`src/rtl/mov_pkg.sv`:
```
// Package: shared types and constants of the valve interlock controller.
// Assumes the pin-level struct field set matches the top-level input ports.
package mov_pkg;

    // Timer slots, one per command
    localparam int T_STOP  = 0;
    localparam int T_OPEN  = 1;
    localparam int T_CLOSE = 2;
    localparam int N_TMR   = 3;

    // Inputs as they arrive at the pins (mostly active-low)
    typedef struct packed {
        logic therm_ok;
        logic local_ovr_n;
        logic safety_stop_n;
        logic avail_n;
        logic fb_open_n;
        logic fb_closed_n;
        logic open_auth_n;
        logic close_auth_n;
        logic stop_auth_n;
        logic auto_open_n;
        logic auto_close_n;
        logic auto_stop_n;
        logic prio_open_n;
        logic prio_close_n;
        logic prio_stop_n;
        logic shed_n;
        logic ret_open_n;
        logic ret_close_n;
        logic sel_auto;
        logic man_open_n;
        logic man_close_n;
        logic man_stop_n;
        logic ack_n;
    } mov_raw_t;

    // Synchronised inputs in positive logic: 1 = item present
    typedef struct packed {
        logic thermal_fault;
        logic local_ovr;
        logic safety_stop;
        logic avail;
        logic at_open;
        logic at_closed;
        logic open_auth;
        logic close_auth;
        logic stop_auth;
        logic auto_open;
        logic auto_close;
        logic auto_stop;
        logic prio_open;
        logic prio_close;
        logic prio_stop;
        logic shed;
        logic ret_open;
        logic ret_close;
        logic sel_auto;
        logic man_open;
        logic man_close;
        logic man_stop;
    } mov_req_t;

    // Idle level of every pin, used as synchroniser reset value
    function automatic mov_raw_t raw_idle();
        mov_raw_t r;
        r = '1;
        r.sel_auto = 1'b0;
        return r;
    endfunction

    // Convert pin levels into positive-logic requests
    function automatic mov_req_t decode(input mov_raw_t r);
        mov_req_t q;
        q.thermal_fault = !r.therm_ok;
        q.local_ovr     = !r.local_ovr_n;
        q.safety_stop   = !r.safety_stop_n;
        q.avail         = !r.avail_n;
        q.at_open       = !r.fb_open_n;
        q.at_closed     = !r.fb_closed_n;
        q.open_auth     = !r.open_auth_n;
        q.close_auth    = !r.close_auth_n;
        q.stop_auth     = !r.stop_auth_n;
        q.auto_open     = !r.auto_open_n;
        q.auto_close    = !r.auto_close_n;
        q.auto_stop     = !r.auto_stop_n;
        q.prio_open     = !r.prio_open_n;
        q.prio_close    = !r.prio_close_n;
        q.prio_stop     = !r.prio_stop_n;
        q.shed          = !r.shed_n;
        q.ret_open      = !r.ret_open_n;
        q.ret_close     = !r.ret_close_n;
        q.sel_auto      = r.sel_auto;
        q.man_open      = !r.man_open_n;
        q.man_close     = !r.man_close_n;
        q.man_stop      = !r.man_stop_n;
        return q;
    endfunction

endpackage

```
`src/rtl/mov_sync.sv`:
```
// Module: multi-stage synchroniser for a vector of asynchronous inputs.
// Assumes each bit is independent; resets every stage to RST_VAL so that
// idle levels are seen during and just after reset.
module mov_sync #(
    parameter int             W      = 8,
    parameter int             STAGES = 2,
    parameter logic [W-1:0]   RST_VAL = '0
) (
    input  logic         clk,
    input  logic         rst_n,
    input  logic [W-1:0] d,
    output logic [W-1:0] q
);
    logic [W-1:0] stg [STAGES];

    // Shift the input through the synchroniser chain
    always_ff @(posedge clk) begin
        if (!rst_n) begin
            for (int i = 0; i < STAGES; i++) stg[i] <= RST_VAL;
        end else begin
            stg[0] <= d;
            for (int i = 1; i < STAGES; i++) stg[i] <= stg[i-1];
        end
    end

    assign q = stg[STAGES-1];
endmodule

```
`src/rtl/mov_demand.sv`:
```
// Module: combinational demand resolver.
// Ranks priority requests over shedding / return-to-load, and those over
// authorised automatic or manual commands. All demands need availability
// and no fault; a fault between end positions forces a stop demand.
// Assumes inputs are already synchronised and in positive logic.
module mov_demand
    import mov_pkg::*;
(
    input  mov_req_t rq,
    input  logic     auto_mode,
    output logic     fault,
    output logic     moving,
    output logic     stop_dmd,
    output logic     open_dmd,
    output logic     close_dmd
);
    logic ok, no_prio_tr;
    logic want_stop, want_open, want_close;
    logic base_stop, base_open, base_close;
    logic ret_o, ret_c;
    logic lvl_stop, lvl_open, lvl_close;

    // Hard faults and position state
    always_comb begin
        fault  = rq.thermal_fault | rq.local_ovr | rq.safety_stop;
        moving = !rq.at_open && !rq.at_closed;
        ok     = rq.avail && !fault;
    end

    // Pick automatic or manual source; conflicting commands cancel travel
    always_comb begin
        if (auto_mode) begin
            want_stop  = rq.auto_stop;
            want_open  = rq.auto_open  && !rq.auto_stop && !rq.auto_close;
            want_close = rq.auto_close && !rq.auto_stop && !rq.auto_open;
        end else begin
            want_stop  = rq.man_stop;
            want_open  = rq.man_open  && !rq.man_stop && !rq.man_close;
            want_close = rq.man_close && !rq.man_stop && !rq.man_open;
        end
    end

    // Interlock authorisation and return-to-load masking of the base commands
    always_comb begin
        base_stop  = want_stop  && rq.stop_auth && !rq.ret_open && !rq.ret_close;
        base_open  = want_open  && rq.open_auth && !rq.ret_close;
        base_close = want_close && rq.close_auth && !rq.ret_open;
        ret_o      = rq.ret_open  && !rq.ret_close;
        ret_c      = rq.ret_close && !rq.ret_open;
    end

    // Priority layer: priority stop > priority travel > shedding > return > base
    always_comb begin
        no_prio_tr = !rq.prio_open && !rq.prio_close;
        lvl_stop   = rq.prio_stop || (no_prio_tr && (rq.shed || base_stop));
        lvl_open   = !rq.prio_stop &&
                     ((rq.prio_open && !rq.prio_close) ||
                      (no_prio_tr && !rq.shed && (ret_o || base_open)));
        lvl_close  = !rq.prio_stop &&
                     ((rq.prio_close && !rq.prio_open) ||
                      (no_prio_tr && !rq.shed && (ret_c || base_close)));
    end

    // Final gating by availability and faults
    always_comb begin
        stop_dmd  = (lvl_stop && ok) || (fault && moving);
        open_dmd  = lvl_open && ok;
        close_dmd = lvl_close && ok;
    end
endmodule

```
`src/rtl/mov_timer.sv`:
```
// Module: travel timer with latched timeout alarm.
// Counts cycles while run is 1 and saturates at LIMIT; held at zero while
// run is 0. The alarm sets when the timer has expired and miss is 1, and
// clears only on ack with no set condition. Assumes LIMIT >= 1.
module mov_timer #(
    parameter int CNT_W = 8,
    parameter int LIMIT = 10
) (
    input  logic clk,
    input  logic rst_n,
    input  logic run,
    input  logic miss,
    input  logic ack,
    output logic expired,
    output logic alarm
);
    localparam logic [CNT_W-1:0] LIM_V = CNT_W'(LIMIT);

    logic [CNT_W-1:0] cnt;

    // Count while the command is active, saturating at the limit
    always_ff @(posedge clk) begin
        if (!rst_n || !run) cnt <= '0;
        else if (cnt != LIM_V) cnt <= cnt + 1'b1;
    end

    assign expired = run && (cnt == LIM_V);

    // Latch the timeout alarm until acknowledged
    always_ff @(posedge clk) begin
        if (!rst_n)               alarm <= 1'b0;
        else if (expired && miss) alarm <= 1'b1;
        else if (ack)             alarm <= 1'b0;
    end
endmodule

```
`src/rtl/mov_ctrl.sv`:
```
// Module: motor-operated valve interlock controller (top).
// Synchronises all pins, resolves demands, sequences a stop phase before
// leaving an end position, runs one travel timer per command, latches
// timeout alarms and derives the error flag and operating mode.
// Assumes one valve, limit feedbacks active-low, commands active-high.
module mov_ctrl
    import mov_pkg::*;
#(
    parameter int STOP_CYCLES   = 50000,
    parameter int TRAVEL_CYCLES = 2000000,
    parameter int SYNC_STAGES   = 2
) (
    input  logic clk,
    input  logic rst_n,
    input  logic therm_ok,
    input  logic local_ovr_n,
    input  logic safety_stop_n,
    input  logic avail_n,
    input  logic fb_open_n,
    input  logic fb_closed_n,
    input  logic open_auth_n,
    input  logic close_auth_n,
    input  logic stop_auth_n,
    input  logic auto_open_n,
    input  logic auto_close_n,
    input  logic auto_stop_n,
    input  logic prio_open_n,
    input  logic prio_close_n,
    input  logic prio_stop_n,
    input  logic shed_n,
    input  logic ret_open_n,
    input  logic ret_close_n,
    input  logic sel_auto,
    input  logic man_open_n,
    input  logic man_close_n,
    input  logic man_stop_n,
    input  logic ack_n,
    output logic cmd_open,
    output logic cmd_close,
    output logic cmd_stop,
    output logic alarm_open,
    output logic alarm_close,
    output logic alarm_stop,
    output logic err_flag,
    output logic auto_mode
);
    localparam int RAW_W  = $bits(mov_raw_t);
    localparam int MAXLIM = (STOP_CYCLES > TRAVEL_CYCLES) ? STOP_CYCLES : TRAVEL_CYCLES;
    localparam int CNT_W  = $clog2(MAXLIM + 1);
    localparam mov_raw_t RAW_IDLE = raw_idle();

    mov_raw_t         raw_pin, raw_s;
    logic [RAW_W-1:0] raw_s_v;
    mov_req_t         rq;
    logic             ack_s;

    logic fault_s, moving_s, sd, od, cd;
    logic cmd_open_q, cmd_close_q, cmd_stop_q, err_q, auto_q;
    logic nx_open, nx_close, nx_stop;
    logic cm_any, cm_open, st_any, st_open, stop_done;
    logic [N_TMR-1:0] t_run, t_miss, t_exp, t_alarm;

    // Gather the pins into one vector for synchronisation
    always_comb begin
        raw_pin.therm_ok      = therm_ok;
        raw_pin.local_ovr_n   = local_ovr_n;
        raw_pin.safety_stop_n = safety_stop_n;
        raw_pin.avail_n       = avail_n;
        raw_pin.fb_open_n     = fb_open_n;
        raw_pin.fb_closed_n   = fb_closed_n;
        raw_pin.open_auth_n   = open_auth_n;
        raw_pin.close_auth_n  = close_auth_n;
        raw_pin.stop_auth_n   = stop_auth_n;
        raw_pin.auto_open_n   = auto_open_n;
        raw_pin.auto_close_n  = auto_close_n;
        raw_pin.auto_stop_n   = auto_stop_n;
        raw_pin.prio_open_n   = prio_open_n;
        raw_pin.prio_close_n  = prio_close_n;
        raw_pin.prio_stop_n   = prio_stop_n;
        raw_pin.shed_n        = shed_n;
        raw_pin.ret_open_n    = ret_open_n;
        raw_pin.ret_close_n   = ret_close_n;
        raw_pin.sel_auto      = sel_auto;
        raw_pin.man_open_n    = man_open_n;
        raw_pin.man_close_n   = man_close_n;
        raw_pin.man_stop_n    = man_stop_n;
        raw_pin.ack_n         = ack_n;
    end

    mov_sync #(
        .W(RAW_W), .STAGES(SYNC_STAGES), .RST_VAL(RAW_IDLE)
    ) i_sync (
        .clk(clk), .rst_n(rst_n), .d(raw_pin), .q(raw_s_v)
    );

    // Decode synchronised pins into positive logic
    always_comb begin
        raw_s = mov_raw_t'(raw_s_v);
        rq    = decode(raw_s);
        ack_s = !raw_s.ack_n;
    end

    mov_demand i_dmd (
        .rq(rq), .auto_mode(auto_q), .fault(fault_s), .moving(moving_s),
        .stop_dmd(sd), .open_dmd(od), .close_dmd(cd)
    );

    // Command and status memory bits
    always_comb begin
        cm_any  = cmd_open_q || cmd_close_q;
        cm_open = cm_any && cmd_open_q;
        st_any  = rq.at_open || rq.at_closed;
        st_open = st_any && rq.at_open;
    end

    // Timer run and mismatch conditions per command
    always_comb begin
        t_run[T_STOP]   = cmd_stop_q;
        t_run[T_OPEN]   = cmd_open_q;
        t_run[T_CLOSE]  = cmd_close_q;
        t_miss[T_OPEN]  = cm_open && !st_open;
        t_miss[T_CLOSE] = cm_any && !cm_open && !(st_any && !st_open);
        t_miss[T_STOP]  = st_open && rq.at_closed;
    end

    for (genvar g = 0; g < N_TMR; g++) begin : g_tmr
        localparam int LIM = (g == T_STOP) ? STOP_CYCLES : TRAVEL_CYCLES;
        mov_timer #(.CNT_W(CNT_W), .LIMIT(LIM)) i_tmr (
            .clk(clk), .rst_n(rst_n), .run(t_run[g]), .miss(t_miss[g]),
            .ack(ack_s), .expired(t_exp[g]), .alarm(t_alarm[g])
        );
    end

    assign stop_done = t_exp[T_STOP];

    // Next commands: stop phase precedes travel away from an end position
    always_comb begin
        nx_stop  = sd ||
                   (cd && rq.at_open   && !cmd_close_q && !stop_done) ||
                   (od && rq.at_closed && !cmd_open_q  && !stop_done);
        nx_open  = od && !sd && (cmd_open_q  || !rq.at_closed || stop_done);
        nx_close = cd && !sd && (cmd_close_q || !rq.at_open   || stop_done);
    end

    // Registered commands
    always_ff @(posedge clk) begin
        if (!rst_n) begin
            cmd_open_q  <= 1'b0;
            cmd_close_q <= 1'b0;
            cmd_stop_q  <= 1'b0;
        end else begin
            cmd_open_q  <= nx_open;
            cmd_close_q <= nx_close;
            cmd_stop_q  <= nx_stop;
        end
    end

    // Error flag and operating mode
    always_ff @(posedge clk) begin
        if (!rst_n) begin
            err_q  <= 1'b0;
            auto_q <= 1'b0;
        end else begin
            err_q  <= (|t_alarm) || fault_s;
            auto_q <= rq.sel_auto && !err_q;
        end
    end

    assign cmd_open    = cmd_open_q;
    assign cmd_close   = cmd_close_q;
    assign cmd_stop    = cmd_stop_q;
    assign alarm_open  = t_alarm[T_OPEN];
    assign alarm_close = t_alarm[T_CLOSE];
    assign alarm_stop  = t_alarm[T_STOP];
    assign err_flag    = err_q;
    assign auto_mode   = auto_q;
endmodule

```
`config.mk`:
```
export PLATFORM = sky130hd
export DESIGN_NAME = mov_ctrl
export DESIGN_NICKNAME = d
export VERILOG_FILES = /design/src/rtl/mov_pkg.sv /design/src/rtl/mov_sync.sv /design/src/rtl/mov_demand.sv /design/src/rtl/mov_timer.sv /design/src/rtl/mov_ctrl.sv
export SDC_FILE = /design/constraint.sdc
export NUM_CORES = 1
export LEC_CHECK = 0
export BUFFER_PORTS_ARGS = -buffer_cell sky130_fd_sc_hd__buf_2
export CORE_ASPECT_RATIO = 2
export CORE_MARGIN = 5
export CORE_UTILIZATION = 53
export DETAILED_ROUTE_END_ITERATION = 10
export PLACE_DENSITY = 0.71
export SLEW_MARGIN = 20
export SYNTH_ARGS = -nofsm -noshare
export SYNTH_HDL_FRONTEND = slang
export SYNTH_SLANG_ARGS = --single-unit
export TNS_END_PERCENT = 1
```
`constraint.sdc`:
```
create_clock -name clk -period 1.5 [get_ports clk]
set_input_delay 0 -clock clk [delete_from_list [all_inputs] [get_ports clk]]
set_output_delay 0 -clock clk [all_outputs]
set_load 0.02 [all_outputs]
```
---- After elaboration in Yosys (flattened, before gate mapping) ----
Memory sizes are Yosys's and may differ from the RTL's.
Index checks and enable logic that the tools add are counted.
storage, ports and cells
  register bits after elaboration ......... 71
  memory bits (writable) .................. 46
  input bits .............................. 25
  output and inout bits ................... 8
  logic and storage cells ................. 147
  memories kept ........................... 1
memories
  name        depth  width  rd ports  clocked after Yosys merged registers in  write ports  line            source
  i_sync.stg  2      23     2         0                                        2            mov_sync.sv:14  logic [W-1:0] stg [STAGES];
cells by class
  add/subtract/negate cells ............... 3
  eq/ne operators ......................... 9
  muxes and demuxes ....................... 11
  bitwise operators ....................... 4
  reductions and logical operators ........ 108
operators with widths
  kind                   count
  $add 21x1->21 const B  3
  $logic_and 1x1->1      56
  $mux 23                2
  $eq 21x21->1 const B   2
  $ne 21x21->1 const B   2
  $logic_not 1->1        32
  $eq 21x16->1 const B   1
  $ne 21x16->1 const B   1
  $logic_or 1x1->1       19
  $mux 1                 9
  $ne 2x1->1 const B     3
  $or 1x1->1             4
  $reduce_or 3->1        1

---- Longest topological paths before layout ----
  depth after elaboration ................. 16
  depth in mapped cells ................... 7
  gate-level depth less buffers ........... 7

---- By module ----
A second synthesis with hierarchy kept.
unflattened totals
  cells, all modules ...................... 578
  area total of the unflattened synthesis .. 5167.5 um2
modules (own cells, without submodules)
  module                          times used  cells an instance  area an instance (um2)  seq. area each (um2)
  mov_timer (g_tmr[1].i_tmr ...)  2           132                1097.3                  440.4
  mov_sync                        1           119                1408.9                  920.9
  mov_timer (g_tmr[0].i_tmr)      1           131                1109.8                  440.4
  mov_ctrl                        1           40                 290.3                   100.1
  mov_demand                      1           24                 163.9                   0.0

---- Worst setup path before layout ----
No wires, ideal clock.
  kind .................................... register -> register
  from .................................... reg auto_q, in the netlist auto_mode
  to ...................................... reg cmd_open_q, in the netlist cmd_open
  library setup time ...................... 0.116 ns
  arrival ................................. 1.464 ns
  required time ........................... 1.384 ns
  setup slack ............................. -0.080 ns
  stages on the path, launching flop included .. 6
  path buffers ............................ 0
  clock period less this slack ............ 1.580 ns
  cell sequence ........................... dfxtp_1 -> mux2_1 -> o31a_1 -> o21ai_1 -> a32oi_1 -> and4_1
between the ends
  cells in the longest elaborated chain, start to end .. 12
  elaborated cells between the ends (all ways) .. 20
  classes of those cells .................. mux (2); reduce/logical (18)
ends and longest elaborated chain
  element                            line              source
  from (decl)                        mov_ctrl.sv:58    logic cmd_open_q, cmd_close_q, cmd_stop_q, err_q, auto_q;
  from (signal assigned)             mov_ctrl.sv:165   auto_q <= rq.sel_auto && !err_q;
  $mux 1                             mov_demand.sv:32  if (auto_mode) begin
  $logic_and 1x1->1 (3 in series)    mov_demand.sv:45  base_stop = want_stop && rq.stop_auth && !rq.ret_open && !rq.ret_close;
  $logic_or 1x1->1                   mov_demand.sv:55  lvl_stop = rq.prio_stop || (no_prio_tr && (rq.shed || base_stop));
  $logic_and 1x1->1                  mov_demand.sv:55
  $logic_or 1x1->1                   mov_demand.sv:55
  $logic_and 1x1->1                  mov_demand.sv:66  stop_dmd = (lvl_stop && ok) || (fault && moving);
  $logic_or 1x1->1                   mov_demand.sv:66
  $logic_not 1->1                    mov_ctrl.sv:141   nx_open = od && !sd && (cmd_open_q || !rq.at_closed || stop_done);
  $logic_and 1x1->1 * (2 in series)  mov_ctrl.sv:141
  to (signal assigned)               mov_ctrl.sv:152   cmd_open_q <= nx_open;
  to (decl)                          mov_ctrl.sv:58
Mark *: on every way between the ends. The rest lies on a longest branch, timed or not.
A chain may end at the register's enable or synchronous reset.

---- Final worst setup path ----
  from .................................... reg g_tmr[0].i_tmr.cnt[1]
  to ...................................... reg cmd_stop_q, in the netlist cmd_stop
between the ends
  cells in the longest elaborated chain, start to end .. 6
  elaborated cells between the ends (all ways) .. 7
  classes of those cells .................. eq/ne (1); reduce/logical (6)
ends and longest elaborated chain
  element                 line                              source
  from (decl)             mov_timer.sv:19                   logic [CNT_W-1:0] cnt;
  from (signal assigned)  mov_timer.sv:24                   else if (cnt != LIM_V) cnt <= cnt + 1'b1;
  $eq 21x16->1 *          mov_timer.sv:27                   assign expired = run && (cnt == LIM_V);
  $logic_and 1x1->1 *     mov_timer.sv:27
  $logic_not 1->1 *       mov_ctrl.sv:139, mov_ctrl.sv:140
  $logic_and 1x1->1       mov_ctrl.sv:139                   (cd && rq.at_open && !cmd_close_q && !stop_done) ||
  $logic_or 1x1->1        mov_ctrl.sv:138                   nx_stop = sd ||
  $logic_or 1x1->1 *      mov_ctrl.sv:139
  to (signal assigned)    mov_ctrl.sv:154                   cmd_stop_q <= nx_stop;
  to (decl)               mov_ctrl.sv:58
Marks and branches as above.

==> flow_metrics.tcl <==
set metrics [dict create \
    firstDrtPassIters 4 \
    min_path_type "in2reg" \
    die-height_um 142 \
    path_max_fanout 6 \
    endpoint "cmd_stop$_SDFF_PN0_" \
    die-area_sq_um 10800 \
    period_share_pct 107 \
    syn_area_per_cell_sq_um 9.46 \
    power_uw 7570 \
    status "finished, violations left" \
    r2r_cells 8 \
    postRouteAntennaNets 0 \
    crit_arrival_ns 1.94 \
    power.leakage_uw 0.00254 \
    drc_errors 0 \
    reg2reg_from "g_tmr[0].i_tmr.cnt[1]$_SDFFE_PP0P_" \
    startpoint "g_tmr[0].i_tmr.cnt[1]$_SDFFE_PP0P_" \
    netlist_area_sq_um 4630 \
    wire_per_inst_um 14.8 \
    required_ns 1.83 \
    hold_violations 0 \
    wl_met3_um 385 \
    register_area_sq_um 2370 \
    synthCells 490 \
    cts_tree "done" \
    n_fill_cell 507 \
    diodes 0 \
    worstSkewPairLatency_ns 0.41 \
    viasPerCell 5.27 \
    synth_warnings 0 \
    relSlewSlack_pct 72.1 \
    met1_length_um 4230 \
    grt_pass1_vias 4126 \
    fin_area_sq_um 6680 \
    yosysUniqueCellTypes 44 \
    grt_pass1_wl_um 18200 \
    synth_edf_count 0 \
    async_flop_share_pct 0 \
    syn_to_final_growth_pct 44.1 \
    coreArea_sq_um 8590 \
    crit_path_end_kind "register" \
    fin_skew_ns 0.00554 \
    clkSinkCount 117 \
    final_cell_count_no_fill 752 \
    antenna_found_initial 0 \
    rsz0062_at_grt "true" \
    drv_cap 0 \
    portBuffers 32 \
    worst_pin_slew_ns 0.418 \
    synth_ff_type "dfxtp_1" \
    cts_buffer_depth 2 \
    final_nets 672 \
    synth_nets 521 \
    top_layer_used "met4" \
    period_needed_ns 1.61 \
    finalMaxSlewViolations 0 \
    cts_made_buffers 17 \
    ys_seq_area_share_pct 50.5 \
    violations "negative setup slack" \
    grt_overflow_total 0 \
    drive_above_1_share_pct 30.8 \
    setup_violations 13 \
    synth_top_area_share_pct 50.5 \
    grt_max_degree 22 \
    r2r_slack_ns -0.11 \
    synth.area.top_cells "dfxtp_1, nand2b_1, nor2_1" \
    placed_cell_area_sq_um 5370 \
    dp_cells 676 \
    place_congestion 0.822 \
    worstSetupStartpointType "register" \
    power.density_nw_per_um2 1130 \
    clkTransAtPathRegs_ns 0.05 \
    setup_tns_ns -0.553 \
    crit_type "reg2reg" \
    multi_input_area_sq_um 2430 \
    dp_hpwl_um 6490 \
    wl_met2_um 6250 \
    fin_ws_ns -0.105 \
    vias 3960 \
    fmax_mhz 623 \
    synth_top_cell_by_area "dfxtp_1" \
    peakVddDrop_mv 1.00 \
    initial_core_util_pct 54.0 \
    cts_root_buf "clkbuf_16" \
    htree_levels 4 \
    grtUsageTotal_pct 20.8 \
    core.rowCount 48 \
    ys_ff_latch 117 \
    drt_first_iter_violations 138 \
    die_w_um 76.1 \
    routed_wl_um 11200 \
    worstReg2RegEnd "cmd_stop$_SDFF_PN0_" \
    io_pins 33 \
]
## synthesized netlist by cell type, types with 2 or more instances
cell type	number
a211oi_1	2
a21oi_1	12
a32oi_1	2
and2_1	3
and3_1	6
and4_1	3
clkbuf_1	11
dfxtp_1	117
ha_1	6
inv_1	13
mux2i_1	3
nand2_1	34
nand2b_1	47
nand3_1	27
nand3b_1	2
nand4_1	12
nand4_2	2
nand4b_1	4
nand4bb_1	2
nor2_1	69
nor3_1	10
nor3_2	3
nor3b_1	2
nor4_1	6
nor4_2	6
nor4b_1	3
nor4b_2	2
o21ai_0	9
or3_1	7
or3b_1	2
xnor2_1	23
xor2_1	28
## kinds of logic (layout without fill, tap and decap cells)
group,Yosys count,in the layout,share of synthesized area (%)
buf+inv,24,186,1.94
compound gates,30,30,3.83
fa+ha+maj,6,6,1.62
flops,117,117,50.5
xor+xnor,51,51,9.64
simple gates,258,258,31.5
mux,4,4,0.891
## sequential cells by signal, indices dropped and copies added, names as in the netlist
name,flops
cmd_stop,1
i_sync.stg,46
auto_mode,1
g_tmr.i_tmr.cnt,63
err_flag,1
cmd_open,1
g_tmr.i_tmr.alarm,3
cmd_close,1
## through the flow
step | hold WS [ns] | util, % | setup WS [ns]
finish | 0.183 | 77.7 | -0.105
global route | 0.197 | 77.7 | -0.192
CTS | 0.144 | 75.6 | -0.107
detailed placement | 0.184 | 62.5 | -0.155
global placement | 0.180 | 62.5 | -0.0881
floorplan | 0.101 | - | -0.0127
## cell type report
type	count	area share (%)
clock buffers	19	6.78
well taps	100	1.87
clock inverters	11	2.27
flip-flops and latches	117	35.5
repair buffers	143	16.4
inverters	13	0.731
multi-input cells	349	36.5
## worst min path at each step
stage                            start  depth (start not counted)                           end
after floorplan                  ack_n                          1   i_sync.stg[0][0]$_SDFF_PN1_
after global placement          shed_n                          2   i_sync.stg[0][7]$_SDFF_PN1_
after detailed placement  prio_close_n                          2   i_sync.stg[0][9]$_SDFF_PN1_
after CTS                        rst_n                          3  i_sync.stg[0][17]$_SDFF_PN1_
after global routing             rst_n                          3  i_sync.stg[0][45]$_SDFF_PN1_
final                            rst_n                          3  i_sync.stg[0][17]$_SDFF_PN1_
## worst max-delay path, stage by stage (launching register included)
cell and delay, ns:
dfxtp_2 0.34, inv_2 0.05, ha_4 0.15, nor4b_4 0.12, nand3b_1 0.16, nor2_4 0.07
buf_6 0.11, a2111o_1 0.35, a31oi_1 0.19
## per-layer routing
metal  up-vias  GRT usage, %
met4         0          9.49
met1      1883          20.5
li1       1966             -
met5         -             0
met2        83          40.5
met3        28          4.56
## power breakdown
group	switching [uW]	total, uW	internal [uW]
Combinational	104	260	156
Clock	1430	4110	2690
Sequential	30.4	3200	3170
Total	1560	7570	6010
## what timing repair did
action / in CTS / in global routing
endpoints found under the hold margin: 23 / 0
gates resized for setup: 22 / 42
buffers inserted: 6 / 2
cloned: 0 / 0
pin swaps: 8 / 11
endpoints found under the setup margin: 31 / 48
hold buffers: 38 / 0
## cell usage in the layout, fill, tap and decap left out, types with 3 or more instances in the layout
cell type	instances
dfxtp_1	98
buf_4	71
nor2_1	69
nand2b_1	47
dlygate4sd3_1	38
nand2_1	32
buf_2	32
xor2_1	28
xnor2_1	23
nand3_1	23
dfxtp_2	18
clkbuf_16	17
nand4_1	12
inv_1	11
a21oi_1	11
nor4_2	9
o21ai_0	9
nor3_1	6
or3_1	6
and3_1	5
nor3_2	5
nand4b_1	4
ha_1	4
clkinvlp_4	4
nand3_4	3
nor4_4	3
nor4b_2	3
and2_1	3
bufinv_16	3
Power figures use the tool's default switching activity.
